<file path="src/rtl/vbs_pkg.sv">
package vbs_pkg;
  typedef enum logic {PH_COLLECT = 1'b0, PH_RUN = 1'b1} phase_t;
endpackage

</file>
<file path="src/rtl/vbs_lane_fifo.sv">
module vbs_lane_fifo #(
  parameter int DEPTH = 64,
  parameter int WIDTH = 2
) (
  input  logic             clk,
  input  logic             rst,
  input  logic             push,
  input  logic [WIDTH-1:0] push_data,
  input  logic             pop,
  output logic [WIDTH-1:0] head,
  output logic             empty,
  output logic             full
);
  localparam int PTR_W = $clog2(DEPTH);
  localparam int CNT_W = PTR_W + 1;

  logic [WIDTH-1:0] mem [DEPTH];
  logic [PTR_W-1:0] wr_ptr;
  logic [PTR_W-1:0] rd_ptr;
  logic [CNT_W-1:0] fill;

  // storage without reset so it can map onto distributed RAM
  always_ff @(posedge clk) begin
    if (push) mem[wr_ptr] <= push_data;
  end

  always_ff @(posedge clk) begin
    if (rst) begin
      wr_ptr <= '0;
      rd_ptr <= '0;
      fill   <= '0;
    end else begin
      if (push) wr_ptr <= wr_ptr + 1'b1;
      if (pop)  rd_ptr <= rd_ptr + 1'b1;
      case ({push, pop})
        2'b10:   fill <= fill + 1'b1;
        2'b01:   fill <= fill - 1'b1;
        default: fill <= fill;
      endcase
    end
  end

  assign head  = mem[rd_ptr];
  assign empty = (fill == '0);
  assign full  = (fill == CNT_W'(DEPTH));


  no_overflow_chk: assert property (@(posedge clk) disable iff (rst) push |-> !full);

  no_underflow_chk: assert property (@(posedge clk) disable iff (rst) pop |-> !empty);
endmodule

</file>
<file path="src/rtl/vbs_bank_arbiter.sv">
module vbs_bank_arbiter #(
  parameter int NUM_LANES = 8,
  parameter int NUM_BANKS = 4,
  parameter int BUSY_TIME = 3
) (
  input  logic                                 clk,
  input  logic                                 rst,
  input  logic                                 step,
  input  logic [NUM_LANES-1:0]                 req,
  input  logic [NUM_LANES*$clog2(NUM_BANKS)-1:0] req_bank,
  output logic [NUM_LANES-1:0]                 gnt_o,
  output logic [NUM_BANKS-1:0]                 taken_o,
  output logic                                 any_busy_o
);
  localparam int BANK_W = $clog2(NUM_BANKS);
  localparam int TW     = (BUSY_TIME > 0) ? $clog2(BUSY_TIME + 1) : 1;

  logic [NUM_BANKS-1:0] busy_q;
  logic [TW-1:0]        tmr_q [NUM_BANKS];
  logic [NUM_BANKS-1:0] avail;
  logic [BANK_W-1:0]    bank_sel [NUM_LANES];
  logic [NUM_LANES-1:0] gnt;
  logic [NUM_BANKS-1:0] taken;

  for (genvar l = 0; l < NUM_LANES; l++) begin : g_sel
    assign bank_sel[l] = req_bank[l*BANK_W +: BANK_W];
  end

  // a bank whose timer reaches zero is freed before this cycle's grants
  for (genvar b = 0; b < NUM_BANKS; b++) begin : g_avail
    assign avail[b] = !busy_q[b] || (tmr_q[b] == '0);
  end

  // fixed priority: lower lane index claims first
  always_comb begin
    gnt   = '0;
    taken = '0;
    for (int l = 0; l < NUM_LANES; l++) begin
      if (req[l] && avail[bank_sel[l]] && !taken[bank_sel[l]]) begin
        gnt[l]              = 1'b1;
        taken[bank_sel[l]]  = 1'b1;
      end
    end
  end

  always_ff @(posedge clk) begin
    if (rst) begin
      busy_q <= '0;
      for (int b = 0; b < NUM_BANKS; b++) tmr_q[b] <= '0;
    end else if (step) begin
      for (int b = 0; b < NUM_BANKS; b++) begin
        if (taken[b]) begin
          busy_q[b] <= 1'b1;
          tmr_q[b]  <= TW'(BUSY_TIME);
        end else if (busy_q[b]) begin
          if (tmr_q[b] == '0) busy_q[b] <= 1'b0;
          else                tmr_q[b]  <= tmr_q[b] - 1'b1;
        end
      end
    end
  end

  assign gnt_o      = gnt;
  assign taken_o    = taken;
  assign any_busy_o = |busy_q;

  if (BUSY_TIME > 0) begin : g_hold_chk

    busy_hold_chk: assert property (@(posedge clk) disable iff (rst)
      (|taken) |-> ((taken & $past(taken)) == '0));
  end
endmodule

</file>
<file path="src/rtl/vec_bank_sched.sv">
module vec_bank_sched #(
  parameter int ADDR_W     = 16,
  parameter int NUM_LANES  = 8,
  parameter int NUM_BANKS  = 4,
  parameter int LANE_DEPTH = 64,
  parameter int BUSY_TIME  = 3,
  parameter int PIPE_DEPTH = 5,
  parameter int CNT_W      = 16
) (
  input  logic                 clk,
  input  logic                 rst,
  input  logic                 in_valid,
  input  logic [ADDR_W-1:0]    in_addr,
  input  logic                 in_last,
  output logic                 sched_busy,
  output logic                 grant_valid,
  output logic [NUM_LANES-1:0] grant_lanes,
  output logic [NUM_BANKS-1:0] grant_banks,
  output logic                 job_done,
  output logic [CNT_W-1:0]     job_cycles
);
  import vbs_pkg::*;

  localparam int LANE_W = $clog2(NUM_LANES);
  localparam int BANK_W = $clog2(NUM_BANKS);

  phase_t               phase_q;
  logic                 accept;
  logic                 active;
  logic [LANE_W-1:0]    lane_sel;
  logic [NUM_LANES-1:0] push;
  logic [NUM_LANES-1:0] empty;
  logic [NUM_LANES-1:0] full;
  logic [NUM_LANES-1:0] pend;
  logic [NUM_LANES-1:0] req;
  logic [NUM_LANES-1:0] gnt;
  logic [NUM_BANKS-1:0] taken;
  logic [NUM_LANES*BANK_W-1:0] heads;
  logic                 any_busy;
  logic                 running;
  logic                 finish;
  logic                 step;
  logic [CNT_W-1:0]     tally_q;

  assign accept   = in_valid && (phase_q == PH_COLLECT);
  assign active   = accept && (in_addr != '1);
  assign lane_sel = in_addr[LANE_W-1:0];

  for (genvar l = 0; l < NUM_LANES; l++) begin : g_lane
    assign push[l] = active && (lane_sel == LANE_W'(l));
    vbs_lane_fifo #(.DEPTH(LANE_DEPTH), .WIDTH(BANK_W)) u_fifo (
      .clk       (clk),
      .rst       (rst),
      .push      (push[l]),
      .push_data (in_addr[BANK_W-1:0]),
      .pop       (gnt[l]),
      .head      (heads[l*BANK_W +: BANK_W]),
      .empty     (empty[l]),
      .full      (full[l])
    );
  end

  assign pend    = ~empty;
  assign running = (phase_q == PH_RUN);
  assign finish  = running && !(|pend) && !any_busy;
  assign step    = running && !finish;
  assign req     = step ? pend : '0;

  vbs_bank_arbiter #(
    .NUM_LANES (NUM_LANES),
    .NUM_BANKS (NUM_BANKS),
    .BUSY_TIME (BUSY_TIME)
  ) u_arb (
    .clk        (clk),
    .rst        (rst),
    .step       (step),
    .req        (req),
    .req_bank   (heads),
    .gnt_o      (gnt),
    .taken_o    (taken),
    .any_busy_o (any_busy)
  );

  always_ff @(posedge clk) begin
    if (rst) begin
      phase_q     <= PH_COLLECT;
      tally_q     <= '0;
      grant_valid <= 1'b0;
      grant_lanes <= '0;
      grant_banks <= '0;
      job_done    <= 1'b0;
      job_cycles  <= '0;
    end else begin
      grant_valid <= step;
      grant_lanes <= gnt;
      grant_banks <= taken;
      job_done    <= finish;
      if (accept && in_last) begin
        phase_q <= PH_RUN;
        tally_q <= CNT_W'(PIPE_DEPTH - 1);
      end else if (step) begin
        tally_q <= tally_q + 1'b1;
      end else if (finish) begin
        phase_q    <= PH_COLLECT;
        job_cycles <= tally_q;
      end
    end
  end

  assign sched_busy = running;


  grant_pair_chk: assert property (@(posedge clk) disable iff (rst)
    grant_valid |-> ($countones(grant_lanes) == $countones(grant_banks)));

  grant_pending_chk: assert property (@(posedge clk) disable iff (rst)
    ((gnt & empty) == '0));

  done_pulse_chk: assert property (@(posedge clk) disable iff (rst)
    job_done |=> !job_done);

  done_count_chk: assert property (@(posedge clk) disable iff (rst)
    job_done |-> (job_cycles >= CNT_W'(PIPE_DEPTH - 1)));

  ignore_run_chk: assert property (@(posedge clk) disable iff (rst)
    running |-> (push == '0));
endmodule

</file>
<file path="config.mk">
export PLATFORM = sky130hd
export DESIGN_NAME = vec_bank_sched
export DESIGN_NICKNAME = d
export VERILOG_FILES = /design/src/rtl/vbs_pkg.sv /design/src/rtl/vbs_lane_fifo.sv /design/src/rtl/vbs_bank_arbiter.sv /design/src/rtl/vec_bank_sched.sv
export SDC_FILE = /design/constraint.sdc
export NUM_CORES = 2
export LEC_CHECK = 0
export BUFFER_PORTS_ARGS = -buffer_cell sky130_fd_sc_hd__buf_2
export CAP_MARGIN = 20
export CORE_ASPECT_RATIO = 0.75
export CORE_MARGIN = 3
export CORE_UTILIZATION = 48
export CTS_CLUSTER_DIAMETER = 50
export DETAILED_ROUTE_END_ITERATION = 8
export PLACE_DENSITY = 0.71
export SLEW_MARGIN = 20
export SYNTH_ARGS = -nofsm -noshare
export SYNTH_HDL_FRONTEND = slang
export SYNTH_SLANG_ARGS = --single-unit
</file>
<file path="constraint.sdc">
create_clock -name clk -period 15.8 [get_ports clk]
set_input_delay 0.79 -clock clk [delete_from_list [all_inputs] [get_ports clk]]
set_output_delay 0.79 -clock clk [all_outputs]
set_load 0.01 [all_outputs]
</file>
# After elaboration in Yosys (flattened, before gate mapping)
# Memories as Yosys holds them, arrays and structs flattened. A register that Yosys moved wholly into a read port is not among the register bits.
# Index checks and enable logic that the tools add are counted.
[op_classes] n_div=0 addsub=37 n_eq_ne=25 mul=0 n_reduce_logical=85 n_bitwise=19 muxes=164 shifts=0 n_lt_le_gt_ge=16
[op_table] operator="$pmux 7 s2" n=8
[op_table] operator="$mux 1" n=97
[op_table] operator="$add 6x1->6 const B" n=16
[op_table] operator="$mux 6" n=16
[op_table] operator="$add 7x1->7 const B" n=8
[op_table] operator="$logic_not 7->1" n=8
[op_table] operator="$sub 7x1->7 const B" n=8
[op_table] operator="$logic_and 1x1->1" n=38
[op_table] operator="$bmux 1 s2" n=16
[op_table] operator="$mux 4" n=8
[op_table] operator="$or 4x4->4" n=7
[op_table] operator="$lt 2x3->1 const B" n=8
[op_table] operator="$reduce_bool 2->1" n=10
[op_table] operator="$add 16x1->16 const B" n=1
[op_table] operator="$demux 1 s2" n=8
[op_table] operator="$eq 2x1->1 const B" n=8
[op_table] operator="$eq 2x2->1 const B" n=8
[op_table] operator="$ge 2x1->1 const B" n=8
[op_table] operator="$mux 2" n=8
[op_table] operator="$ne 16x16->1 const B" n=1
[op_table] operator="$logic_not 1->1" n=15
[op_table] operator="$eq 3x3->1 const B" n=4
[op_table] operator="$logic_not 2->1" n=4
[op_table] operator="$mux 8" n=1
[op_table] operator="15 further kinds" n=32
[word_totals] word_cells=388 reg_bits=203 ram_bits=1032 inputBits=20 romBits=0 output_inout_bits=31 latchBits=0 mem_count=9
[mem_list] memory="g_lane[0].u_fifo.mem" depth=64 word_bits=2 rd=1 rd_clocked_by_memory_dff=1 write_ports=1 line_no="vbs_lane_fifo.sv:17" rtl="logic [WIDTH-1:0] mem [DEPTH];"
[mem_list] memory="g_lane[1].u_fifo.mem" depth=64 word_bits=2 rd=1 rd_clocked_by_memory_dff=1 write_ports=1 line_no="vbs_lane_fifo.sv:17"
[mem_list] memory="g_lane[2].u_fifo.mem" depth=64 word_bits=2 rd=1 rd_clocked_by_memory_dff=1 write_ports=1 line_no="vbs_lane_fifo.sv:17"
[mem_list] memory="g_lane[3].u_fifo.mem" depth=64 word_bits=2 rd=1 rd_clocked_by_memory_dff=1 write_ports=1 line_no="vbs_lane_fifo.sv:17"
[mem_list] memory="g_lane[4].u_fifo.mem" depth=64 word_bits=2 rd=1 rd_clocked_by_memory_dff=1 write_ports=1 line_no="vbs_lane_fifo.sv:17"
[mem_list] memory="g_lane[5].u_fifo.mem" depth=64 word_bits=2 rd=1 rd_clocked_by_memory_dff=1 write_ports=1 line_no="vbs_lane_fifo.sv:17"
[mem_list] memory="+3 memories"

# Longest topological paths before layout
[logic_depth] depth_word=53 ltp_mapped=28 depth_no_buf=23

# Cells and area by module
# Synthesis repeated with hierarchy kept, for this count alone.
[unflattened] hier_cells=3951 hier_area_um2=55727.2
[modules_own_cells] module="vbs_lane_fifo at g_lane[1].u_fifo ..." n_inst=6 seq_area_each_um2=4344.2 cells_per_inst=442 area_each_um2=6528.8
[modules_own_cells] module="vbs_lane_fifo at g_lane[3].u_fifo" n_inst=1 seq_area_each_um2=4344.2 cells_per_inst=436 area_each_um2=6536.3
[modules_own_cells] module="vbs_lane_fifo at g_lane[0].u_fifo" n_inst=1 seq_area_each_um2=4344.2 cells_per_inst=451 area_each_um2=6515.0
[modules_own_cells] module="vec_bank_sched" n_inst=1 seq_area_each_um2=940.9 cells_per_inst=207 area_each_um2=1913.1
[modules_own_cells] module="vbs_bank_arbiter" n_inst=1 seq_area_each_um2=320.3 cells_per_inst=205 area_each_um2=1590.3

# Worst setup path after synthesis
# No wires, ideal clock.
[synth_path] path_kind="reg-to-reg" from="register (tool-made name)" to="register g_lane[7].u_fifo.fill[6]" slack_ns=10.189 synth_period_minus_slack_ns=5.611 required_time_ns=15.730 arrival_ns=5.540 path_stages_with_launch=27 cell_sequence="dfxtp_1 > buf_6 > buf_8 > mux4_2 > a22oi_1 > a21oi_1 > or4_4 > buf_6 > nand3b_4 > a2111oi_4 > a211oi_1 > o22a_1 > and2_1 > a2111oi_4 > a311oi_2 > nor3_2 > ha_1 > inv_1 > fa_1 > nor2b_1 > o21ai_0 > nand2b_1 > a21o_1 > a21oi_1 > xnor2_1 > or3_1 > a21oi_1"
[synth_lines] item="end signal, assigned" line_no="vbs_lane_fifo.sv:36" rtl="2'b10: fill <= fill + 1'b1;"
[synth_lines] item="end signal, assigned" line_no="vbs_lane_fifo.sv:37" rtl="2'b01: fill <= fill - 1'b1;"
[synth_lines] item="end signal, assigned" line_no="vbs_lane_fifo.sv:38" rtl="default: fill <= fill;"
[synth_lines] item="end, declared" line_no="vbs_lane_fifo.sv:20" rtl="logic [CNT_W-1:0] fill;"

==> summary.md <==
| Metric | Value |
|---|---|
| Adder-cell area share of the yosys netlist | 1.86% |
| Crit. End Element | flip-flop |
| PwrDens | 113 nW/µm² |
| Worst ir drop on vdd | 0.0876 mV |
| Multi-input gate area | 17900 µm² |
| Width of the die | 397 µm |
| Internal power | 5490 µW |
| Synth unique cells | 90 |
| CP Data Arrival Time | 7.70 ns |
| Initial drt markers | 3343 |
| GRT Resource Usage Total | 19.8% |
| Crit path max fanout | 14 |
| Post-synthesis compound-gate area fraction | 5.29% |
| Root Driver | clkbuf_16 |
| Synth top area share | 56.3% |
| RSZ-0062 raised after global routing | no |
| CTS clk-pin slew, worst paths | 0.06 ns |
| Antenna Nets Post-Route | 0 |
| CTS H-tree lvls | 3 |
| Largest family of logic cells by synthesized area | multiplexers |
| WP data required | 16.45 ns |
| First-pass GRT wire length | 185000 µm |
| Via Count | 32500 |
| Post-synth EDFFs | 1032 |
| Critical path start-end classification | flip-flop to flip-flop |
| Largest net degree at the start of global routing | 211 |
| Syn nets | 4100 |
| Initial Utilization | 48.9% |
| Die Y-Extent | 299 µm |
| IO Count | 51 |
| Post-CTS Setup Repair Bufs | 0 |
| Design Area, Final | 60800 µm² |
| WHS | 0.483 ns |
| Fraction of registers with async set/reset | 0% |
| Synth Area in XOR/XNOR | 1.67% |
| Final period util | 44.6% |
| Net count, final | 4084 |
| Layout cells sized above 1 | 13.2% |
| Final Slew Violations | 0 |
| Area after DPL | 56600 µm² |
| Die area | 119000 µm² |
| Sequential power share | 53.4% |
| Switching share of power | 19.9% |
| Final setup vio count | 0 |
| Seq/Total Area, Yosys | 65.4% |
| FF+latch area | 36000 µm² |
| R2R Path End | g_lane[6].u_fifo.fill[6] |
| Pleak | 0.0193 µW |
| GRT overflow | 0 |
| Largest cells by area after synthesis | edfxtp_1 56%, dfxtp_1 9.1%, mux4_2 7.7% |
| Min cycle time layout | 7.05 ns |
| Core Area | 113000 µm² |
| Max Buffers Root-to-Sink | 3 |
| Mux contribution to synthesized area | 11.9% |
| Syn Std Cell Area | 55100 µm² |
| Primary FF master, synth | edfxtp_1 |
| Most common cell in the netlist | edfxtp_1 |
| Synth Area per Inst | 13.8 µm² |
| Element type at the critical path start | flip-flop |
| Gpl congestion | 0.890 |
| Max Fclk | 0.142 GHz |
| Switching Power | 1370 µW |
| Via density | 5.80 |
| Rows | 106 |
| Cell taking the most area after synthesis | edfxtp_1 |
| Dpl hpwl | 75100 µm |
| CTS tree | done |
| Number of synthesized register bits | 1283 |
| Measured slew at the worst slew-check pin | 1.10 ns |
| Simple-Gate Fraction of Synth Area | 11.8% |
| DRC Markers | 0 |
| Setup total negative slack | 0 ns |
| Synth warnings | 0 |
| CP endpoint | g_lane[6].u_fifo.fill[6] |
| CTS buffer count | 117 |
| Synth top cells by count | 1032 x edfxtp_1, 766 x nor2_1, 251 x dfxtp_1, 203 x mux2i_1, 194 x nand2_1 |
| WL final | 118000 µm |
| Clk sinks | 1283 |
| Max-cap violations | 0 |
| Clk_lat worst skew | 0.74 ns |
| Slew HR | 26.9% |
| Initial antenna violation count | 1 |
| Layout area overhead | 10.4% |
| Avg WL per Cell | 21.1 µm |
| Drt pass-1 iters | 6 |
| Clock power share | 44.6% |
| Hold buffer count at cts | 0 |
| Hold WC Path Type | flip-flop to flip-flop |
| Combinational power share | 2.0% |
| Number of global-route vias before repair | 31900 |
| Mapped Cells | 4003 |
| Fill count | 9087 |
| FF-to-FF setup slack | 8.75 ns |
| Number of port buffers | 50 |
| R2R cell count | 22 |
| Worst Clk Skew | 0.0352 ns |
| Post-CTS sizing | 0 |
| Final core utilization | 54.0% |
| Outcome | finished, final reports clean |
| Final hold vios | 0 |
[routing by layer]
layer	GRT usage (%)	vias to the layer above	part of all wire, %
li1	-	15000	-
met1	30.4	16200	46
met2	28.3	1206	43
met3	4.96	162	9.1
met4	4.74	0	2.0
met5	0	-	0
[critical path: stages, from the launching register on]
cell and delay (ns):
dfxtp_1 0.73, nor2b_1 0.81, nand2_1 0.12, nand3_1 0.17, o31ai_1 0.17, or3_1 0.45
and2_0 0.32, and3_1 0.26, a221o_1 0.38, o311ai_2 0.51, a2111oi_4 0.22, a311oi_2 0.82
nor2_1 0.09, ha_1 0.30, ha_1 0.33, nor2b_1 0.15, o21ai_0 0.14, nand2b_1 0.10
a21o_1 0.18, a21oi_1 0.16, xnor2_1 0.08, or3_1 0.30, a21oi_1 0.13
[placed cells by master, fill, tap and decap left out, types with 19 or more instances in the layout]
cell type  synthesis  final
nand4_1           39     39
or3_1             39     39
nand3_1           80     80
clkbuf_8           0     20
inv_1             56     56
nor2_1           766    766
xor2_1            63     63
and2_1            24     24
nand2b_1          36     36
mux4_2           189    189
nor2b_1           73     72
ha_1              69     69
clkinv_2           0     22
dfxtp_1          251    240
buf_2             37     47
nand3b_1          22     22
xnor2_1           42     42
mux2i_1          203    203
a21o_1            38     38
nand2_1          194    194
nor4_1            24     23
o21ai_0           51     51
a21oi_1          149    149
a22oi_1           80     80
nor3_1            38     37
clkbuf_16          0    124
a211oi_1          19     19
edfxtp_1        1032   1032
and3_1            19     19
buf_4              9     26
[power groups by stage]
stage               registers, µW  logic (µW)  clock network [µW]
detailed placement           3730         140                   0
global placement             3730         138                   0
finish                       3660         140                3050
global route                 3660         154                3250
floorplan                    3730        73.3                   0
CTS                          3660         141                3110
[sequential cells by signal, indices dropped and copies added (netlist names), 4 cells and up, named ones only]
name                  flops
g_lane.u_fifo.mem      1024
g_lane.u_fifo.fill       56
g_lane.u_fifo.rd_ptr     48
g_lane.u_fifo.wr_ptr     48
job_cycles               16
tally_q                  16
grant_lanes               8
u_arb.tmr_q               8
grant_banks               4
u_arb.busy_q              4
[logic make-up (layout without fill, tap and decap cells)]
logic type                 after synthesis  after routing
buffers and inverters                  269            357
AOI/OAI and AO/OA                      437            437
xor gates and xnor gates               105            105
adders and majority gates               77             77
DFF                                   1283           1283
muxes                                  414            414
other                                    0              1
and+or+nand+nor                       1418           1418
[worst min-delay path by stage]
stage	cells after the start	from	endpoint
after floorplan	2	u_arb.busy_q[2]	u_arb.busy_q[2]
after global placement	2	u_arb.busy_q[0]	u_arb.busy_q[0]
after detailed placement	2	u_arb.busy_q[2]	u_arb.busy_q[2]
after CTS	3	in_last	sched_busy
after global routing	3	in_last	sched_busy
final	2	u_arb.busy_q[0]	u_arb.busy_q[0]
[stage by stage]
step	total power [µW]	instances	setup WS [ns]
CTS	6910	5603	8.74
global placement	3870	5380	8.91
detailed placement	3870	5380	8.76
floorplan	3800	4003	10.19
finish	6850	5604	8.75
global route	7060	5603	8.33
[layout make-up]
| cell class | instances | share of cell area (%) |
|---|---|---|
| Antenna cell | 1 | 0.00412 |
| Clock buffer | 160 | 5.64 |
| Clock inverter | 63 | 1.32 |
| Inverter | 56 | 0.346 |
| Multi-Input combinational cell | 2451 | 29.5 |
| Sequential cell | 1283 | 59.3 |
| Tap cell | 1512 | 3.11 |
| Timing Repair Buffer | 78 | 0.846 |
Power figures use the tool's default switching activity.
